## src/rtl/stepidx_pkg.sv

```systemverilog
package stepidx_pkg;
  localparam int IDX_W      = 7;
  localparam int N_STATES   = 1 << IDX_W;
  localparam int QTR_W      = IDX_W - 2;
  localparam int QTR_STATES = 1 << QTR_W;
  localparam int MAG_W      = 5;
  localparam int STRIDE_LOG_MAX = QTR_W;
  localparam int HOME_IDX   = QTR_STATES / 2;

  typedef logic [IDX_W-1:0] idx_t;
  typedef logic [MAG_W-1:0] mag_t;

  typedef struct packed {
    logic neg;
    mag_t mag;
  } coil_t;

  // quarter-wave sine, 31 full scale, entry k at k*90/32 degrees
  function automatic mag_t quarter_sine(input logic [QTR_W:0] k);
    mag_t m;
    case (k)
      6'd0:  m = 5'd0;   6'd1:  m = 5'd2;   6'd2:  m = 5'd3;   6'd3:  m = 5'd5;
      6'd4:  m = 5'd6;   6'd5:  m = 5'd8;   6'd6:  m = 5'd9;   6'd7:  m = 5'd10;
      6'd8:  m = 5'd12;  6'd9:  m = 5'd13;  6'd10: m = 5'd15;  6'd11: m = 5'd16;
      6'd12: m = 5'd17;  6'd13: m = 5'd18;  6'd14: m = 5'd20;  6'd15: m = 5'd21;
      6'd16: m = 5'd22;  6'd17: m = 5'd23;  6'd18: m = 5'd24;  6'd19: m = 5'd25;
      6'd20: m = 5'd26;  6'd21: m = 5'd27;  6'd22: m = 5'd27;  6'd23: m = 5'd28;
      6'd24: m = 5'd29;  6'd25: m = 5'd29;  6'd26: m = 5'd30;  6'd27: m = 5'd30;
      6'd28: m = 5'd30;  6'd29: m = 5'd31;  6'd30: m = 5'd31;  6'd31: m = 5'd31;
      6'd32: m = 5'd31;
      default: m = 5'd0;
    endcase
    return m;
  endfunction

  // log2 of the stride for a mode code
  function automatic logic [2:0] stride_log2(input logic [2:0] mode);
    logic [2:0] r;
    if (mode >= 3'd5) r = 3'd0;
    else              r = 3'(STRIDE_LOG_MAX) - mode;
    return r;
  endfunction
endpackage

```

## src/rtl/step_edge_sync.sv

```systemverilog
module step_edge_sync #(
  parameter int STAGES = 2
) (
  input  logic clk_i,
  input  logic rst_ni,
  input  logic step_i,
  output logic rise_o
);
  logic [STAGES:0] sh_q;

  always_ff @(posedge clk_i or negedge rst_ni) begin
    if (!rst_ni) sh_q <= '0;
    else         sh_q <= {sh_q[STAGES-1:0], step_i};
  end

  assign rise_o = sh_q[STAGES-1] & ~sh_q[STAGES];
endmodule

```

## src/rtl/idx_next_calc.sv

```systemverilog
module idx_next_calc import stepidx_pkg::*; (
  input  idx_t       idx_i,
  input  logic [2:0] mode_i,
  input  logic       dir_i,
  output idx_t       idx_o
);
  logic [2:0] sh;
  idx_t step_sz, low_mask, ofs, rel, base, fwd, rev;

  always_comb begin
    sh       = stride_log2(mode_i);
    step_sz  = idx_t'(1) << sh;
    low_mask = step_sz - idx_t'(1);
    // full step lives on the diagonal entries
    ofs      = (mode_i == 3'd0) ? idx_t'(HOME_IDX) : '0;
    rel      = idx_i - ofs;
    base     = rel & ~low_mask;
    fwd      = base + step_sz;
    rev      = ((rel & low_mask) == '0) ? (rel - step_sz) : base;
    idx_o    = (dir_i ? fwd : rev) + ofs;
  end
endmodule

```

## src/rtl/coil_lookup.sv

```systemverilog
module coil_lookup import stepidx_pkg::*; #(
  parameter idx_t OFS = '0
) (
  input  idx_t  idx_i,
  output coil_t coil_o
);
  idx_t             ph;
  logic [QTR_W:0]   kk;
  mag_t             m;

  always_comb begin
    ph = idx_i + OFS;
    kk = ph[QTR_W] ? ((QTR_W+1)'(QTR_STATES) - {1'b0, ph[QTR_W-1:0]})
                   : {1'b0, ph[QTR_W-1:0]};
    m  = quarter_sine(kk);
    coil_o.mag = m;
    coil_o.neg = ph[QTR_W+1] & (m != '0);
  end
endmodule

```

## src/rtl/stepper_indexer.sv

```systemverilog
module stepper_indexer import stepidx_pkg::*; #(
  parameter int SYNC_STAGES = 2
) (
  input  logic             clk_i,
  input  logic             rst_ni,
  input  logic             step_i,
  input  logic             dir_i,
  input  logic [2:0]       mode_i,
  input  logic             enable_ni,
  output logic [MAG_W-1:0] mag_a_o,
  output logic             neg_a_o,
  output logic [MAG_W-1:0] mag_b_o,
  output logic             neg_b_o,
  output logic             rise_a_o,
  output logic             rise_b_o,
  output logic             home_no
);
  logic  step_rise, advance;
  idx_t  idx_q, idx_nxt;
  coil_t cur [2];
  coil_t nxt [2];

  step_edge_sync #(.STAGES(SYNC_STAGES)) u_sync (
    .clk_i  (clk_i),
    .rst_ni (rst_ni),
    .step_i (step_i),
    .rise_o (step_rise)
  );

  idx_next_calc u_next (
    .idx_i  (idx_q),
    .mode_i (mode_i),
    .dir_i  (dir_i),
    .idx_o  (idx_nxt)
  );

  assign advance = step_rise & ~enable_ni;

  always_ff @(posedge clk_i or negedge rst_ni) begin
    if (!rst_ni)      idx_q <= idx_t'(HOME_IDX);
    else if (advance) idx_q <= idx_nxt;
  end

  // winding 0 = A (cosine, quarter offset), winding 1 = B (sine)
  for (genvar w = 0; w < 2; w++) begin : g_coil
    localparam idx_t OFS = (w == 0) ? idx_t'(QTR_STATES) : idx_t'(0);
    logic rise_q;

    coil_lookup #(.OFS(OFS)) u_cur (.idx_i(idx_q),   .coil_o(cur[w]));
    coil_lookup #(.OFS(OFS)) u_nxt (.idx_i(idx_nxt), .coil_o(nxt[w]));

    always_ff @(posedge clk_i or negedge rst_ni) begin
      if (!rst_ni)      rise_q <= 1'b0;
      else if (advance) rise_q <= (nxt[w].mag > cur[w].mag);
    end
  end

  assign mag_a_o  = cur[0].mag;
  assign neg_a_o  = cur[0].neg;
  assign mag_b_o  = cur[1].mag;
  assign neg_b_o  = cur[1].neg;
  assign rise_a_o = g_coil[0].rise_q;
  assign rise_b_o = g_coil[1].rise_q;
  assign home_no  = (idx_q != idx_t'(HOME_IDX));
endmodule

```

## config.mk

```make
export PLATFORM = sky130hd
export DESIGN_NAME = stepper_indexer
export DESIGN_NICKNAME = d
export VERILOG_FILES = /design/src/rtl/stepidx_pkg.sv /design/src/rtl/step_edge_sync.sv /design/src/rtl/idx_next_calc.sv /design/src/rtl/coil_lookup.sv /design/src/rtl/stepper_indexer.sv
export SDC_FILE = /design/constraint.sdc
export NUM_CORES = 1
export LEC_CHECK = 0
export ABC_AREA = 1
export BUFFER_PORTS_ARGS = -buffer_cell sky130_fd_sc_hd__buf_4
export CAP_MARGIN = 15
export CORE_MARGIN = 10
export CORE_UTILIZATION = 60
export DETAILED_ROUTE_END_ITERATION = 7
export GPL_TIMING_DRIVEN = 0
export PLACE_DENSITY = 0.82
export SETUP_SLACK_MARGIN = 0.3
export SYNTH_ARGS = -nofsm -noshare
export SYNTH_HDL_FRONTEND = slang
export SYNTH_SLANG_ARGS = --single-unit
```

## constraint.sdc

```tcl
create_clock -name clk_i -period 9.3 [get_ports clk_i]
set_clock_uncertainty 0.15 [all_clocks]
set_input_delay 0.465 -clock clk_i [delete_from_list [all_inputs] [get_ports clk_i]]
set_output_delay 0.465 -clock clk_i [all_outputs]
set_load 0.05 [all_outputs]
```

==> impl_summary.log, run 1 <==
INFO  metric layout_worst_path_cycle_share = about two thirds
INFO  metric initial_utilization = ~63%
INFO  metric wl_per_cell = roughly 13 um
INFO  metric utilization = roughly 70%
INFO  metric synth_warnings = 0
INFO  metric synth-seq-area-share = between 8 and 9%
INFO  metric start_kind = input pin
INFO  metric async_reset_ff_share = 100%
INFO  metric synth_nets = around 660
INFO  metric synthFlopType = dfrtp_1
INFO  metric fillers = 542
INFO  metric dp_hpwl = about 7.5 mm
INFO  metric cell_with_the_most_instances_after_synthesis = nand2_1
INFO  metric synth-seq-cells = 12
INFO  metric detail_route.drc_violations = 0
INFO  metric worstPathRequired = a little over 9 ns
INFO  metric post_cts_setup_inserts = 0
INFO  metric grt_pass1_wl = ~16 mm
INFO  metric postRouteAntennaNets = 0
INFO  metric post_synth_main_area_contributors = ha_1, nand2_1, inv_1
INFO  metric postSynthAreaPerCell = ~5.9 um2
INFO  metric timing.final.hold_violations = 0
INFO  metric cp-end-kind = flip-flop
INFO  metric maxCapViolCount = 0
INFO  metric fmaxAchievable = between 0.15 and 0.2 GHz
INFO  metric grt_overflow = 0
INFO  metric clk_pin_slew_worst_paths = 0.06 ns
INFO  metric reg2reg_setup_slack = roughly 3.3 ns
INFO  metric synth.distinct_cells = 46
INFO  metric synth_top_area_share = between 10% and 20%
INFO  metric first_global_vias = around 3500
INFO  metric n_antenna_cell = 0
INFO  metric timing.slew.headroom = between 40% and 50%
INFO  metric dieHeight = just under 100 um
INFO  metric setup_viol_count_final = 0
INFO  metric timing.hold.worst.class = in2reg
INFO  metric floorplan.io_pins = 23
INFO  metric finalWirelength = around 9.0 mm
INFO  metric yosys-top-cells-count = nand2_1, inv_1, nor2_1
INFO  metric period_needed = 6.36 ns
INFO  metric criticalPathCategory = in2reg
INFO  metric drt-vias-per-instance = 5.53
INFO  metric critical_path.n_buffers_inverters = 10
INFO  metric quantity_of_i_o_buffers_inserted_on_ports = 22
INFO  metric timing.critical_path.slowest_cell_delay = approximately 0.5 ns
INFO  metric finalWeightedCongestion = ~0.96
INFO  metric timing.hold.worst_path_depth = 1
INFO  metric cts.path.max_buffers = 2
INFO  metric setup-tns-final = 0 ns
INFO  metric worst-path-max-fanout = 10
INFO  metric ctsResizeCount = 0
INFO  metric seqCellArea = slightly above 300 um2
INFO  metric floorplan.die.width = 96.8 um
INFO  metric drt_iter0_markers = around 230
INFO  metric cts_sinks = 12
INFO  metric final_layout_size_suffix_gt1_share = about 12%
INFO  metric timing.hold.worst_endpoint = u_sync.sh_q[0]
INFO  metric worst_r2r_path_depth = 29
INFO  metric synth_enable_flop_cells = 0
INFO  metric antenna_found_initial = 0
INFO  metric synth.cell_area = approximately 0.0035 mm2
INFO  metric holdCritStartpoint = step_i
INFO  metric final-max-slew-violation-count = 0
INFO  metric worst_flop_to_flop_path_startpoint = idx_q[0]
INFO  metric synth_top_cell_by_area = ha_1
INFO  metric placeableCoreArea = approximately 0.0056 mm2
INFO  metric path_delay_family = adder cells
INFO  metric slowest_cell_on_the_critical_path = o21ai_0
INFO  metric detailroute.via_count = around 3900
INFO  metric cts-root-buf = clkbuf_8
INFO  metric num_rows = 27
INFO  metric netlist_instances = ~600
INFO  metric tritoncts = done
INFO  metric status = finished clean
INFO  metric worstSkewPairLatency = 0.24 ns
INFO  metric area_delta_synth_final = 9.05%
INFO  metric grt_setup_unrepaired = false
INFO  metric worst_pin_slew = between 0.8 and 0.9 ns
INFO  metric regToRegEndpoint = rise_a_o
INFO  metric multi_input_area = around 0.0028 mm2
INFO  metric grt_max_degree = 13
INFO  metric h-tree-depth = 1
INFO  metric floorplan.die_area = roughly 0.0094 mm2
INFO  metric drt_pre_antenna_iters = 5
INFO  metric grt_usage = between 10% and 20%
INFO  metric cts_buffers = 3
INFO  metric final_nets = about 700
INFO  metric critPathArrivalTime = 6.39 ns
==> per-layer routing <==
layer / share of wire, % / GRT usage, %
met1: 48 / 24.5
met2: 46 / 31.2
met3: 5.4 / 2.20
met4: 1.2 / 2.59
met5: 0 / 0
==> what timing repair did <==
action / CTS / global route
endpoints found under the setup margin: 0 / 0
endpoints found under the hold margin: 11 / 0
hold buffers: 1 / 0
==> stage by stage <==
| step | instances | hold WS [ns] | instance area, um2 | setup WS, ns |
|---|---|---|---|---|
| floorplan | 603 | 0.0194 | 3540 | 3.77 |
| global placement | 697 | 0.155 | 3790 | 2.87 |
| finish | 702 | 0.190 | 3860 | 2.94 |
| global route | 702 | 0.178 | 3860 | 2.41 |
| detailed placement | 697 | 0.161 | 3790 | 2.71 |
| CTS | 702 | 0.186 | 3860 | 2.96 |
==> kinds of logic after synthesis <==
group           synth area share (%)
simple gates                    43.0
buf+inv                         11.1
compound gates                  16.2
fa+ha+maj                       18.2
xor+xnor                        2.97
flops                           8.52
==> worst max-delay path by stage <==
stage | start | to | slack [ns] | cells past startpoint
final | mode_i[1] | rise_a_o | 2.94 | 35
after global routing | mode_i[1] | rise_a_o | 2.41 | 35
after CTS | mode_i[1] | rise_a_o | 2.96 | 35
after detailed placement | mode_i[1] | rise_a_o | 2.71 | 35
after global placement | mode_i[1] | rise_a_o | 2.87 | 35
after floorplan | mode_i[1] | rise_a_o | 3.77 | 34
==> final cells by class <==
class | instances | area share, %
tap | 72 | 2.33
sequential | 12 | 7.81
clock buffer | 4 | 1.43
multi-input combinational | 489 | 73.7
timing repair buffer | 23 | 4.54
inverter | 94 | 9.14
buffer | 8 | 1.04
==> sequential cells by signal (all words and copies together), names as in the netlist <==
register	cells
idx_q	7
u_sync.sh_q	3
rise_a_o	1
rise_b_o	1
==> layout by cell type (no fill, tap or decap), types with 9 or more instances in the layout <==
cell and instances:
nand2_1 155, inv_1 88, nor2_1 61, nand3_1 55, ha_1 50, o21ai_0 44
a21oi_1 24, buf_4 22, nand4_1 13, nand2_2 12, dfrtp_1 11, o21ai_1 9
Power of run 1 is not shown: default switching activity piles up to over one toggle a cycle in this logic, so the estimate is an artifact.
==> inputs of run 2 (changes only) <==
- CORE_UTILIZATION: 60 -> 57
- clock period: 9.3 -> 5.45 ns (I/O delays scaled with it)
==> impl_summary.log, run 2 (same netlist as run 1, synthesis figures left out) <==
INFO  metric start_kind = input pin
INFO  metric finalWeightedCongestion = 0.999 (+4.0%)
INFO  metric timing.critical_path.slowest_cell_delay = 0.28 ns (-0.23 ns)
INFO  metric worst_pin_slew = 0.926 ns (+0.0676 ns)
INFO  metric dp_hpwl = 7.50 mm (+0.26%)
INFO  metric placeableCoreArea = 0.00599 mm2 (+6.8%)
INFO  metric num_rows = 28 (+3.7%)
INFO  metric initial_utilization = 59.1% (-4.0 points)
INFO  metric first_global_vias = 3611 (+3.8%)
INFO  metric postRouteAntennaNets = 0 (unchanged)
INFO  metric critical_path.most_common_cell = nand2_1
INFO  metric path_delay_family = compound AO/OA/AOI/OAI gates
INFO  metric dp_worst_setup_slack = -0.449 ns (-3.16 ns)
INFO  metric final_layout_size_suffix_gt1_share = 19.2% (+7.1 points)
INFO  metric floorplan.io_pins = 23 (unchanged)
INFO  metric slowest_cell_on_the_critical_path = ha_4
INFO  metric number_of_flip_flops_in_the_largest_register = 7 (unchanged)
INFO  metric most-common-layout-cells = nand2_1, inv_1, nor2_1
INFO  metric tritoncts = done
INFO  metric detail_route.drc_violations = 0 (unchanged)
INFO  metric grt_overflow = 0 (unchanged)
INFO  metric fmaxAchievable = 0.205 GHz
INFO  metric wl_per_cell = 13.8 um (+7.0%)
INFO  metric most_common_cell_after_layout_fill_and_taps_aside = nand2_1
INFO  metric grt_max_degree = 13 (unchanged)
INFO  metric cts_buffers = 3 (unchanged)
INFO  metric layout_setup_ws = 0.561 ns (-2.38 ns)
INFO  metric critPathArrivalTime = 4.92 ns (-1.47 ns)
INFO  metric area_delta_synth_final = 18.6%
INFO  metric cts_sinks = 12 (unchanged)
INFO  metric status = finished clean
INFO  metric utilization = 70.0% (+1.2 points)
INFO  metric drt-vias-per-instance = 5.80 (+5.0%)
INFO  metric drt_pre_antenna_iters = 5 (unchanged)
INFO  metric cp-end-kind = flip-flop
INFO  metric floorplan.die.width = 98.8 um (+2.1%)
INFO  metric worstPathRequired = 5.48 ns (-3.85 ns)
INFO  metric setup_viol_count_final = 0 (unchanged)
INFO  metric registers.top_by_ff_count = idx_q
INFO  metric criticalPathCategory = in2reg
INFO  metric worst-path-max-fanout = 10 (unchanged)
INFO  metric grt_usage = 18.0% (-0.41 points)
INFO  metric reg_top3 = idx_q: 7 flops, u_sync.sh_q: 3 flops
INFO  metric critical_path.n_buffers_inverters = 9 (-1)
INFO  metric grt_setup_unrepaired = false
INFO  metric clk_pin_slew_worst_paths = 0.06 ns (about the same)
INFO  metric timing.slew.headroom = 37.8% (-4.5 points)
INFO  metric period_needed = roughly 4.9 ns
INFO  metric drt_iter0_markers = 298 (+29%)
INFO  metric h-tree-depth = 1 (unchanged)
INFO  metric cts.path.max_buffers = 2 (unchanged)
INFO  metric worstSkewPairLatency = 0.24 ns (about the same)
INFO  metric antenna_found_initial = 0 (unchanged)
INFO  metric maxCapViolCount = 0 (unchanged)
INFO  metric floorplan.die_area = 0.00976 mm2 (+4.2%)
INFO  metric final_nets = 702 (+1.7%)
INFO  metric n_antenna_cell = 0 (unchanged)
INFO  metric grt_pass1_wl = 15.7 mm (+0.17%)
INFO  metric layout_worst_path_cycle_share = about nine tenths
INFO  metric dieHeight = 98.8 um (+2.1%)
INFO  metric finalWirelength = 9.88 mm (+9.2%)
INFO  metric quantity_of_i_o_buffers_inserted_on_ports = 22 (unchanged)
INFO  metric timing.hold.worst.class = reg2reg
INFO  metric timing.final.hold_violations = 0 (unchanged)
INFO  metric final.hold.worst_slack = 0.207 ns (+0.0175 ns)
INFO  metric final-max-slew-violation-count = 0 (unchanged)
INFO  metric cts-root-buf = clkbuf_8
INFO  metric detailroute.via_count = 4162 (+7.2%)
[run 2: cell types whose count changed in the layout (fill, tap and decap cells not counted), sizes merged]
cell,before,now
buf,26,38
clkbuf,8,7
clkinv,1,0
clkinvlp,0,1
dlygate4sd3,1,2
[run 2: worst paths after layout]
kind,cells past startpoint,start,endpoint,slack (ns)
max,35,mode_i[1],rise_a_o,0.56
min,0,u_sync.sh_q[0],u_sync.sh_q[1],0.21
max reg2reg,33,idx_q[4],rise_a_o,0.64
min reg2reg,0,u_sync.sh_q[0],u_sync.sh_q[1],0.21
max in group asynchronous,2,rst_ni,idx_q[4],4.66
min in group asynchronous,2,rst_ni,u_sync.sh_q[0],0.26
[run 2: layout make-up]
class,instances,area (um2)
multi-input combinational,489,3060
fill,524,1800
inverter,94,359
sequential,12,303
timing repair buffer,35,268
tap,75,93.8
buffer,8,61.3
clock buffer,4,55.1
[run 2: repair_timing]
item | CTS | global route
pin swaps | 0 | 13
hold buffers | 2 | 0
setup buffers | 0 | 11
gates resized for setup | 16 | 44
endpoints found under the hold margin | 13 | 0
endpoints found under the setup margin | 2 | 2
[run 2: routing by layer]
metal / track usage [%] / routed length [um]
met3: 2.65 / 704
met5: 0 / 0
met2: 30.3 / 4550
met4: 3.64 / 273
met1: 23.6 / 4350
[run 2: through the flow]
step | setup TNS (ns) | instances | cell area (um2)
2_1_floorplan | 0 | 603 | 3540
3_3_place_gp | -0.705 | 700 | 3800
3_5_place_dp | -0.874 | 700 | 3800
4_1_cts | 0 | 706 | 3930
5_1_grt | 0 | 717 | 4200
6_report | 0 | 717 | 4200
Power of run 2 is left out for the same reason.
